## src/rtl/eeprom_arb_pkg.sv

```systemverilog
package eeprom_arb_pkg;

    // Bit positions of the control register (software decodes these)
    localparam int unsigned B_XACK = 7;
    localparam int unsigned B_XREQ = 6;
    localparam int unsigned B_PREQ = 5;
    localparam int unsigned B_RDY  = 4;
    localparam int unsigned B_SEL  = 3;
    localparam int unsigned B_SCLK = 2;
    localparam int unsigned B_SDO  = 1;
    localparam int unsigned B_SDI  = 0;

    typedef enum logic [1:0] {
        ST_IDLE = 2'd0,
        ST_WAIT = 2'd1,
        ST_OWN  = 2'd2
    } arb_state_t;

    typedef struct packed {
        logic xreq;
        logic sel;
        logic sclk;
        logic sdo;
    } ctrl_t;

    function automatic int unsigned delay_cycles(input int unsigned ns, input int unsigned mhz);
        int unsigned c;
        c = (ns * mhz + 999) / 1000;
        return (c == 0) ? 1 : c;
    endfunction

    function automatic logic [7:0] pack_status(
        input logic  xack,
        input ctrl_t c,
        input logic  preq,
        input logic  rdy,
        input logic  sdi
    );
        logic [7:0] v;
        v         = '0;
        v[B_XACK] = xack;
        v[B_XREQ] = c.xreq;
        v[B_PREQ] = preq;
        v[B_RDY]  = rdy;
        v[B_SEL]  = c.sel;
        v[B_SCLK] = c.sclk;
        v[B_SDO]  = c.sdo;
        v[B_SDI]  = sdi;
        return v;
    endfunction

endpackage

```

## src/rtl/eeprom_ctrl_regs.sv

```systemverilog
module eeprom_ctrl_regs
    import eeprom_arb_pkg::*;
(
    input  logic       clk,
    input  logic       rst,
    input  logic       wr_en,
    input  logic [7:0] wr_data,
    output ctrl_t      ctrl_o
);
    ctrl_t ctrl_q;

    always_ff @(posedge clk) begin
        if (rst) begin
            ctrl_q <= '0;
        end else if (wr_en) begin
            ctrl_q.xreq <= wr_data[B_XREQ];
            ctrl_q.sel  <= wr_data[B_SEL];
            ctrl_q.sclk <= wr_data[B_SCLK];
            ctrl_q.sdo  <= wr_data[B_SDO];
        end
    end

    assign ctrl_o = ctrl_q;
endmodule

```

## src/rtl/eeprom_port_grant.sv

```systemverilog
module eeprom_port_grant
    import eeprom_arb_pkg::*;
(
    input  logic clk,
    input  logic rst,
    input  logic req_wr_i,
    input  logic rel_wr_i,
    input  logic port_busy_i,
    output logic grant_now_o,
    output logic granted_o,
    output logic held_o
);
    arb_state_t state_q, state_d;

    always_comb begin
        state_d     = state_q;
        grant_now_o = 1'b0;
        unique case (state_q)
            ST_IDLE: if (req_wr_i) state_d = ST_WAIT;
            ST_WAIT: begin
                if (rel_wr_i) begin
                    state_d = ST_IDLE;
                end else if (!port_busy_i) begin
                    state_d     = ST_OWN;
                    grant_now_o = 1'b1;
                end
            end
            ST_OWN:  if (rel_wr_i) state_d = ST_IDLE;
            default: state_d = ST_IDLE;
        endcase
    end

    always_ff @(posedge clk) begin
        if (rst) state_q <= ST_IDLE;
        else     state_q <= state_d;
    end

    assign granted_o = (state_q == ST_OWN);
    assign held_o    = (state_q != ST_IDLE);

    // ownership is only taken on an edge where the port was free
    assert_grant_when_free_R2: assert property (@(posedge clk) disable iff (rst)
        $rose(granted_o) |-> $past(!port_busy_i));

    // a release write always leaves the port unowned
    assert_release_drops_R8: assert property (@(posedge clk) disable iff (rst)
        rel_wr_i |=> !granted_o);
endmodule

```

## src/rtl/eeprom_ready_timer.sv

```systemverilog
module eeprom_ready_timer #(
    parameter int unsigned DELAY_CYC = 80,
    localparam int unsigned CNT_W    = $clog2(DELAY_CYC + 1)
) (
    input  logic clk,
    input  logic rst,
    input  logic grant_now_i,
    input  logic restart_i,
    input  logic release_i,
    output logic rdy_o
);
    logic [CNT_W-1:0] cnt_q;
    logic             rdy_q;

    localparam logic [CNT_W-1:0] LOAD = CNT_W'(DELAY_CYC);
    localparam logic [CNT_W-1:0] ONE  = CNT_W'(1);

    always_ff @(posedge clk) begin
        if (rst || release_i) begin
            cnt_q <= '0;
            rdy_q <= 1'b0;
        end else if (grant_now_i) begin
            cnt_q <= '0;
            rdy_q <= 1'b1;
        end else if (restart_i) begin
            cnt_q <= LOAD;
            rdy_q <= 1'b0;
        end else if (cnt_q != '0) begin
            cnt_q <= cnt_q - ONE;
            if (cnt_q == ONE) rdy_q <= 1'b1;
        end
    end

    assign rdy_o = rdy_q;

    // a write while granted forces ready low on the next cycle
    assert_restart_clears_R6: assert property (@(posedge clk) disable iff (rst)
        (restart_i && !release_i) |=> !rdy_o);

    // ready rises only on a grant or when the delay expires
    assert_rise_source_R6: assert property (@(posedge clk) disable iff (rst)
        $rose(rdy_o) |-> ($past(grant_now_i) || $past(cnt_q) == ONE));

    // the count never exceeds the loaded delay
    assert_count_bound_R7: assert property (@(posedge clk) disable iff (rst)
        cnt_q <= LOAD);
endmodule

```

## src/rtl/eeprom_pin_gate.sv

```systemverilog
module eeprom_pin_gate
    import eeprom_arb_pkg::*;
(
    input  logic       granted_i,
    input  logic       held_i,
    input  logic       rdy_i,
    input  ctrl_t      ctrl_i,
    input  logic       ext_ack_i,
    input  logic       ee_di_i,
    output logic       ee_cs_o,
    output logic       ee_sk_o,
    output logic       ee_do_o,
    output logic       ext_req_o,
    output logic [7:0] rd_data
);
    always_comb begin
        ee_cs_o   = granted_i & ctrl_i.sel;
        ee_sk_o   = granted_i & ctrl_i.sclk;
        ee_do_o   = granted_i & ctrl_i.sdo;
        ext_req_o = ctrl_i.xreq;
        rd_data   = pack_status(ext_ack_i, ctrl_i, held_i, rdy_i & granted_i,
                                granted_i & ee_di_i);
    end
endmodule

```

## src/rtl/eeprom_port_arbiter.sv

```systemverilog
module eeprom_port_arbiter
    import eeprom_arb_pkg::*;
#(
    parameter int unsigned CLK_MHZ  = 100,
    parameter int unsigned DELAY_NS = 800,
    localparam int unsigned DELAY_CYC = delay_cycles(DELAY_NS, CLK_MHZ)
) (
    input  logic       clk,
    input  logic       rst,
    input  logic       wr_en,
    input  logic [7:0] wr_data,
    output logic [7:0] rd_data,
    input  logic       port_busy_i,
    input  logic       ext_ack_i,
    output logic       ext_req_o,
    output logic       ee_cs_o,
    output logic       ee_sk_o,
    output logic       ee_do_o,
    input  logic       ee_di_i
);
    ctrl_t ctrl;
    logic  req_wr, rel_wr, grant_now, granted, held, rdy, restart;

    assign req_wr  = wr_en &  wr_data[B_PREQ];
    assign rel_wr  = wr_en & ~wr_data[B_PREQ];
    assign restart = req_wr & granted;

    eeprom_ctrl_regs u_regs (
        .clk     (clk),
        .rst     (rst),
        .wr_en   (wr_en),
        .wr_data (wr_data),
        .ctrl_o  (ctrl)
    );

    eeprom_port_grant u_grant (
        .clk         (clk),
        .rst         (rst),
        .req_wr_i    (req_wr),
        .rel_wr_i    (rel_wr),
        .port_busy_i (port_busy_i),
        .grant_now_o (grant_now),
        .granted_o   (granted),
        .held_o      (held)
    );

    eeprom_ready_timer #(.DELAY_CYC(DELAY_CYC)) u_timer (
        .clk         (clk),
        .rst         (rst),
        .grant_now_i (grant_now),
        .restart_i   (restart),
        .release_i   (rel_wr),
        .rdy_o       (rdy)
    );

    eeprom_pin_gate u_gate (
        .granted_i (granted),
        .held_i    (held),
        .rdy_i     (rdy),
        .ctrl_i    (ctrl),
        .ext_ack_i (ext_ack_i),
        .ee_di_i   (ee_di_i),
        .ee_cs_o   (ee_cs_o),
        .ee_sk_o   (ee_sk_o),
        .ee_do_o   (ee_do_o),
        .ext_req_o (ext_req_o),
        .rd_data   (rd_data)
    );

    // after a release write the pins and ready are all low
    assert_release_quiet_R8: assert property (@(posedge clk) disable iff (rst)
        rel_wr |=> (!ee_cs_o && !ee_sk_o && !ee_do_o && !rd_data[B_RDY]));

    // the grant edge shows ready immediately
    assert_grant_ready_R3: assert property (@(posedge clk) disable iff (rst)
        grant_now |=> rd_data[B_RDY]);
endmodule

```

## config.mk

```make
export PLATFORM = sky130hd
export DESIGN_NAME = eeprom_port_arbiter
export DESIGN_NICKNAME = d
export VERILOG_FILES = /design/src/rtl/eeprom_arb_pkg.sv /design/src/rtl/eeprom_ctrl_regs.sv /design/src/rtl/eeprom_port_grant.sv /design/src/rtl/eeprom_ready_timer.sv /design/src/rtl/eeprom_pin_gate.sv /design/src/rtl/eeprom_port_arbiter.sv
export SDC_FILE = /design/constraint.sdc
export NUM_CORES = 1
export LEC_CHECK = 0
export ABC_AREA = 0
export ABC_CLOCK_PERIOD_IN_PS = 2200
export BUFFER_PORTS_ARGS = -buffer_cell sky130_fd_sc_hd__buf_4
export CAP_MARGIN = 20
export CORE_ASPECT_RATIO = 0.9
export CORE_MARGIN = 5
export CORE_UTILIZATION = 47
export CTS_CLUSTER_SIZE = 14
export DETAILED_ROUTE_END_ITERATION = 12
export PLACE_DENSITY = 0.81
export SKIP_LAST_GASP = 1
export SLEW_MARGIN = 20
export SYNTH_ARGS = -nofsm -noshare
export SYNTH_HDL_FRONTEND = slang
export SYNTH_SLANG_ARGS = --single-unit
```

## constraint.sdc

```tcl
create_clock -name clk -period 2.2 [get_ports clk]
set_clock_uncertainty 0.1 [all_clocks]
set_input_delay 0.22 -clock clk [delete_from_list [all_inputs] [get_ports clk]]
set_output_delay 0.22 -clock clk [all_outputs]
set_load 0.01 [all_outputs]
```

# == Word level (Yosys, flattened, before mapping) ==
# Index checks and enable logic that the tools add are counted.
# word_totals
inputBits,14
ramBits,0
output_inout_bits,12
latchBits,0
n_memories,0
regBits,14
elab_cells,49
mem_bits_ro,0
# classes
n_lt_le_gt_ge,0
muxes,14
n_shift,0
bitwise,9
mul,0
n_reduce_logical,11
n_div,0
add_sub_neg,1
n_eq_ne,6
# op_table
op,n
$mux 7,2
$and 1x1->1,8
$mux 2,4
$eq 7x1->1 const B,1
$mux 1,7
$reduce_bool 7->1,1
$sub 7x1->7 const B,1
$pmux 2 s3,1
$reduce_bool 3->1,2
$reduce_bool 2->1,2
$ne 3x2->1 const B,1
$reduce_and 3->1,1
$reduce_or 3->1,1
$eq 2x1->1 const B,1
$eq 2x2->1 const B,1
$logic_not 2->1,1
$ne 2x1->1 const B,1
$ne 2x2->1 const B,1
$reduce_and 2->1,1
$reduce_or 2->1,1
$logic_or 1x1->1,1
$not 1->1,1

# == Logic depth before layout (Yosys ltp) ==
# logic_depth
depth_word,6
ltp_mapped,6
depth_no_buf,5

# == Modules after synthesis ==
# From an unflattened synthesis, not the netlist that was laid out.
# hier_totals
cells_unflattened,85
hier_area_um2,772.0
# by_module_without_submodules
module,instances,seq_area_each_um2,cells_per_inst,area_per_inst_um2
eeprom_ready_timer,1,160.2,46,421.7
eeprom_ctrl_regs,1,80.1,13,140.1
eeprom_port_grant,1,40.0,11,102.6
eeprom_pin_gate,1,0.0,12,83.8
eeprom_port_arbiter,1,0.0,3,23.8

# == Least setup slack after synthesis ==
# No wires, ideal clock.
# synth_timing
path_type,register to register
start,register u_timer.cnt_q[0]
end,register u_timer.cnt_q[4]
path_stages_with_launch,7
arrival_time_ns,1.567
setup_ns,0.091
slack_ns,0.442
cell_sequence,dfxtp_1 > inv_1 > ha_1 > or3b_1 > clkbuf_1 > or3_1 > a311oi_1
# synth_between
elab_chain_cells,3
word_cells_on_any_way,5
cone_classes,add/sub (1); mux (2); reduce/logical (2)
# synth_rtl
item,line_no,text
start: declaration,eeprom_ready_timer.sv:12,logic [CNT_W-1:0] cnt_q;
start signal: assignment,eeprom_ready_timer.sv:29,cnt_q <= cnt_q - ONE;
$sub 7x1->7,eeprom_ready_timer.sv:29,
$mux 7,eeprom_ready_timer.sv:28,end else if (cnt_q != '0) begin
$mux 7,eeprom_ready_timer.sv:25,end else if (restart_i) begin
# Parallel ways exist; a longest one is shown, timed or not. The select of a mux whose other input is x is not followed.
# A chain may end at the register's enable or synchronous reset.

# == Worst setup path after layout ==
# Same ends and word-level chain as after synthesis.

==> impl_metrics.py <==
metrics = {
    "status": {
        "outcome": "complete, no violations",
    },
    "logic_synthesis": {
        "synth_ff_type": "dfxtp_1",
        "synth_top_family_by_area": "simple AND/OR/NAND/NOR gates",
        "ys_top_cells_by_count": "dfxtp_1 (14), nor2_1 (7), and2_1 (5), mux2i_1 (5), nor3_1 (4)",
        "synth-xor-area-share_pct": 2.45,
        "synth_compound_area_share_pct": 10.3,
        "yosysWarnings": 0,
        "ys_types": 31,
        "avgSynthCellArea_um2": 9.28,
        "synth_simple_gate_area_share_pct": 31.7,
        "syn-num-nets": 93,
        "synth.most_common_cell": "dfxtp_1",
        "yosysTopAreaCell": "dfxtp_1",
        "seq_area_frac_synth_pct": 39.2,
        "synthTopCellsByArea": "dfxtp_1 (39%), mux2i_1 (7.0%), and2_1 (4.4%)",
        "synthMuxAreaShare_pct": 7.01,
        "synthArstFlopShare_pct": 0,
        "synth_edf_count": 0,
        "syn_area_um2": 714,
        "syn_inst": 77,
        "synth_top_area_share_pct": 39.2,
        "ys_ff_latch": 14,
        "synth_fa_ha_area_share_pct": 3.50,
    },
    "cts": {
        "numCtsBuffers": 3,
        "clock_path_buffers": 2,
        "clk_pin_slew_worst_paths_ps": 80,
        "cts_setup_buffers": 0,
        "cts_sinks": 14,
        "cts-root-buf": "clkbuf_4",
        "cts.repair.resized": 0,
        "worstSkewPairLatency_ps": 280,
        "cts_tree": "done",
        "hold_buffers": 0,
        "htreeDepth": 1,
    },
    "pwr": {
        "clkPwrFrac_pct": 20.4,
        "finalPower_mw": 0.912,
        "pwr-share-comb_pct": 40.5,
        "power.leakage_nw": 0.399,
        "p_sw_mw": 0.319,
        "powerDensity_nw_per_um2": 1020,
        "swShare_pct": 35.0,
        "p_int_mw": 0.592,
        "ir_worst_vdd_mv": 0.483,
        "pwr-share-seq_pct": 39.0,
    },
    "critical_path": {
        "r2r.worst_path.cells": 5,
        "crit_chain": "inv_1, ha_1, or3b_1, or3_1, a311oi_1",
        "crit_family": "simple AND/OR/NAND/NOR gates",
        "slowest_delay_ps": 470,
        "critPathBufInv": 1,
        "setup.worst_path.class": "register to register",
        "crit_arrival_ps": 1930,
        "slowest_stage": "or3b_1",
        "startpoint_type": "register",
        "path_depth": 5,
        "end_kind": "register",
        "worstPathRequired_ps": 2300,
        "crit_fanout": 8,
    },
    "placement": {
        "pre_cts_ws_ps": 381,
        "finalWeightedCongestion": 0.786,
        "dp_hpwl_um": 1210,
        "place_area_um2": 861,
        "portBuffers": 20,
    },
    "global_routing": {
        "antenna_found_initial": 0,
        "grt_first_pass_wirelength_um": 2460,
        "grt_max_degree": 9,
        "first_global_vias": 619,
        "grt_overflow_total": 0,
        "gr-usage-all-layers_pct": 14.3,
    },
    "floorplanning": {
        "die_y_um": 47.0,
        "core_um2": 1450,
        "dieWidth_um": 51.1,
        "start_util_pct": 49.4,
        "fp.dieArea_um2": 2400,
        "num_io_pins": 26,
        "rows": 13,
    },
    "timing": {
        "fin_ws_ps": 368,
        "tightest_slew_ps": 408,
        "period_minus_slack_ps": 1830,
        "maxSlewViolCount": 0,
        "finalHoldViolations": 0,
        "timing.final.crit_share_pct": 83.3,
        "rsz0062_at_grt": "false",
        "slew_headroom_pct": 72.7,
        "setup_tns_ps": 0,
        "fmax_mhz": 546,
        "setup_viol": 0,
    },
    "detailed_routing": {
        "drtIter0Drc": 1,
        "vias": 614,
        "wl_per_cell_um": 13.4,
        "drt_first_pass_iters": 2,
        "via_per_inst": 5.48,
        "route.detailed.drc": 0,
        "wl_um": 1500,
        "antenna_left": 0,
    },
    "job": {
        "maxCapViolCount": 0,
    },
    "cells_and_area": {
        "drive_above_1_share_pct": 30.9,
        "finalInstanceArea_um2": 897,
        "layout.nets": 114,
        "utilization_pct": 62.0,
        "syn_to_final_growth_pct": 25.6,
        "diodes": 0,
    },
    "worst_hold_path": {
        "min_path_cells": 2,
        "hold_class": "input port to register",
    },
}
state kept, by name, summed over array words and instances, names as in the netlist:
signal and flops:
u_timer.cnt_q 7, u_regs.ctrl_o 4, u_grant.state_q 2, u_timer.rdy_o 1
power groups by stage:
stage	logic [mW]	registers [mW]	clock network, mW
2_1_floorplan	0.309	0.350	0
3_3_place_gp	0.356	0.358	0
3_5_place_dp	0.370	0.361	0
4_1_cts	0.371	0.355	0.193
5_1_grt	0.405	0.363	0.200
6_report	0.370	0.356	0.186
stage by stage:
stage | hold WS, ps | instances
2_1_floorplan | 192 | 77
3_3_place_gp | 339 | 108
3_5_place_dp | 340 | 108
4_1_cts | 31.1 | 112
5_1_grt | 35.2 | 112
6_report | 37.3 | 112
final timing paths:
path / slack (ps) / endpoint / start
worst max-delay path: 370 / u_timer.cnt_q[4] / u_timer.cnt_q[0]
worst min-delay path: 40 / u_regs.ctrl_o[3] / rst
worst max register to register: 370 / u_timer.cnt_q[4] / u_timer.cnt_q[0]
worst min register to register: 390 / u_timer.cnt_q[6] / u_timer.cnt_q[6]
per-layer routing:
layer  wire length, µm  track usage, %  up-vias  part of all wire (%)
li1                  -               -      315                     -
met4                41            11.3        0                   2.7
met2               708            24.4       20                    47
met5                 0               0        -                     0
met3               101            5.08        5                   6.7
met1               653            14.8      274                    43
final cells by class:
| class | instances | area (µm²) |
|---|---|---|
| clock buffers | 4 | 36.3 |
| fillers | 123 | 551 |
| inverters | 3 | 11.3 |
| multi-input cells | 55 | 393 |
| flip-flops and latches | 14 | 280 |
| well taps | 15 | 18.8 |
| repair buffers | 21 | 158 |
placed cells by master (no fill, tap or decap):
cell,synthesis,routed
nor3_1,4,4
xnor2_1,1,1
clkbuf_4,0,3
ha_1,2,2
nand2_1,1,1
clkbuf_8,0,1
nand2b_1,2,2
nor4_1,2,2
mux2i_1,5,5
or2_2,2,2
nor3b_1,1,1
xor2_1,1,1
o31ai_1,2,2
or4_4,1,1
or3_1,2,2
a311oi_1,1,1
buf_4,3,21
o21ai_0,3,3
dfxtp_1,14,14
or3_4,1,1
and2_1,5,5
or3b_1,1,1
nor2b_1,1,1
a211oi_1,1,1
inv_1,3,3
nor2_1,7,7
o21a_1,1,1
nor4b_1,3,3
a21oi_1,1,1
a2111oi_2,1,1
nand4b_1,1,1
nand3b_1,2,2
kinds of logic (layout without fill, tap and decap cells):
kind of cell / Yosys count / after routing
flip-flops: 14 / 14
XOR/XNOR: 2 / 2
multiplexers: 5 / 5
buffers and inverters: 8 / 28
AO/OA/AOI/OAI: 10 / 10
AND/OR/NAND/NOR: 36 / 36
adder cells (fa/ha/maj): 2 / 2
(Power assumes the default switching activity.)
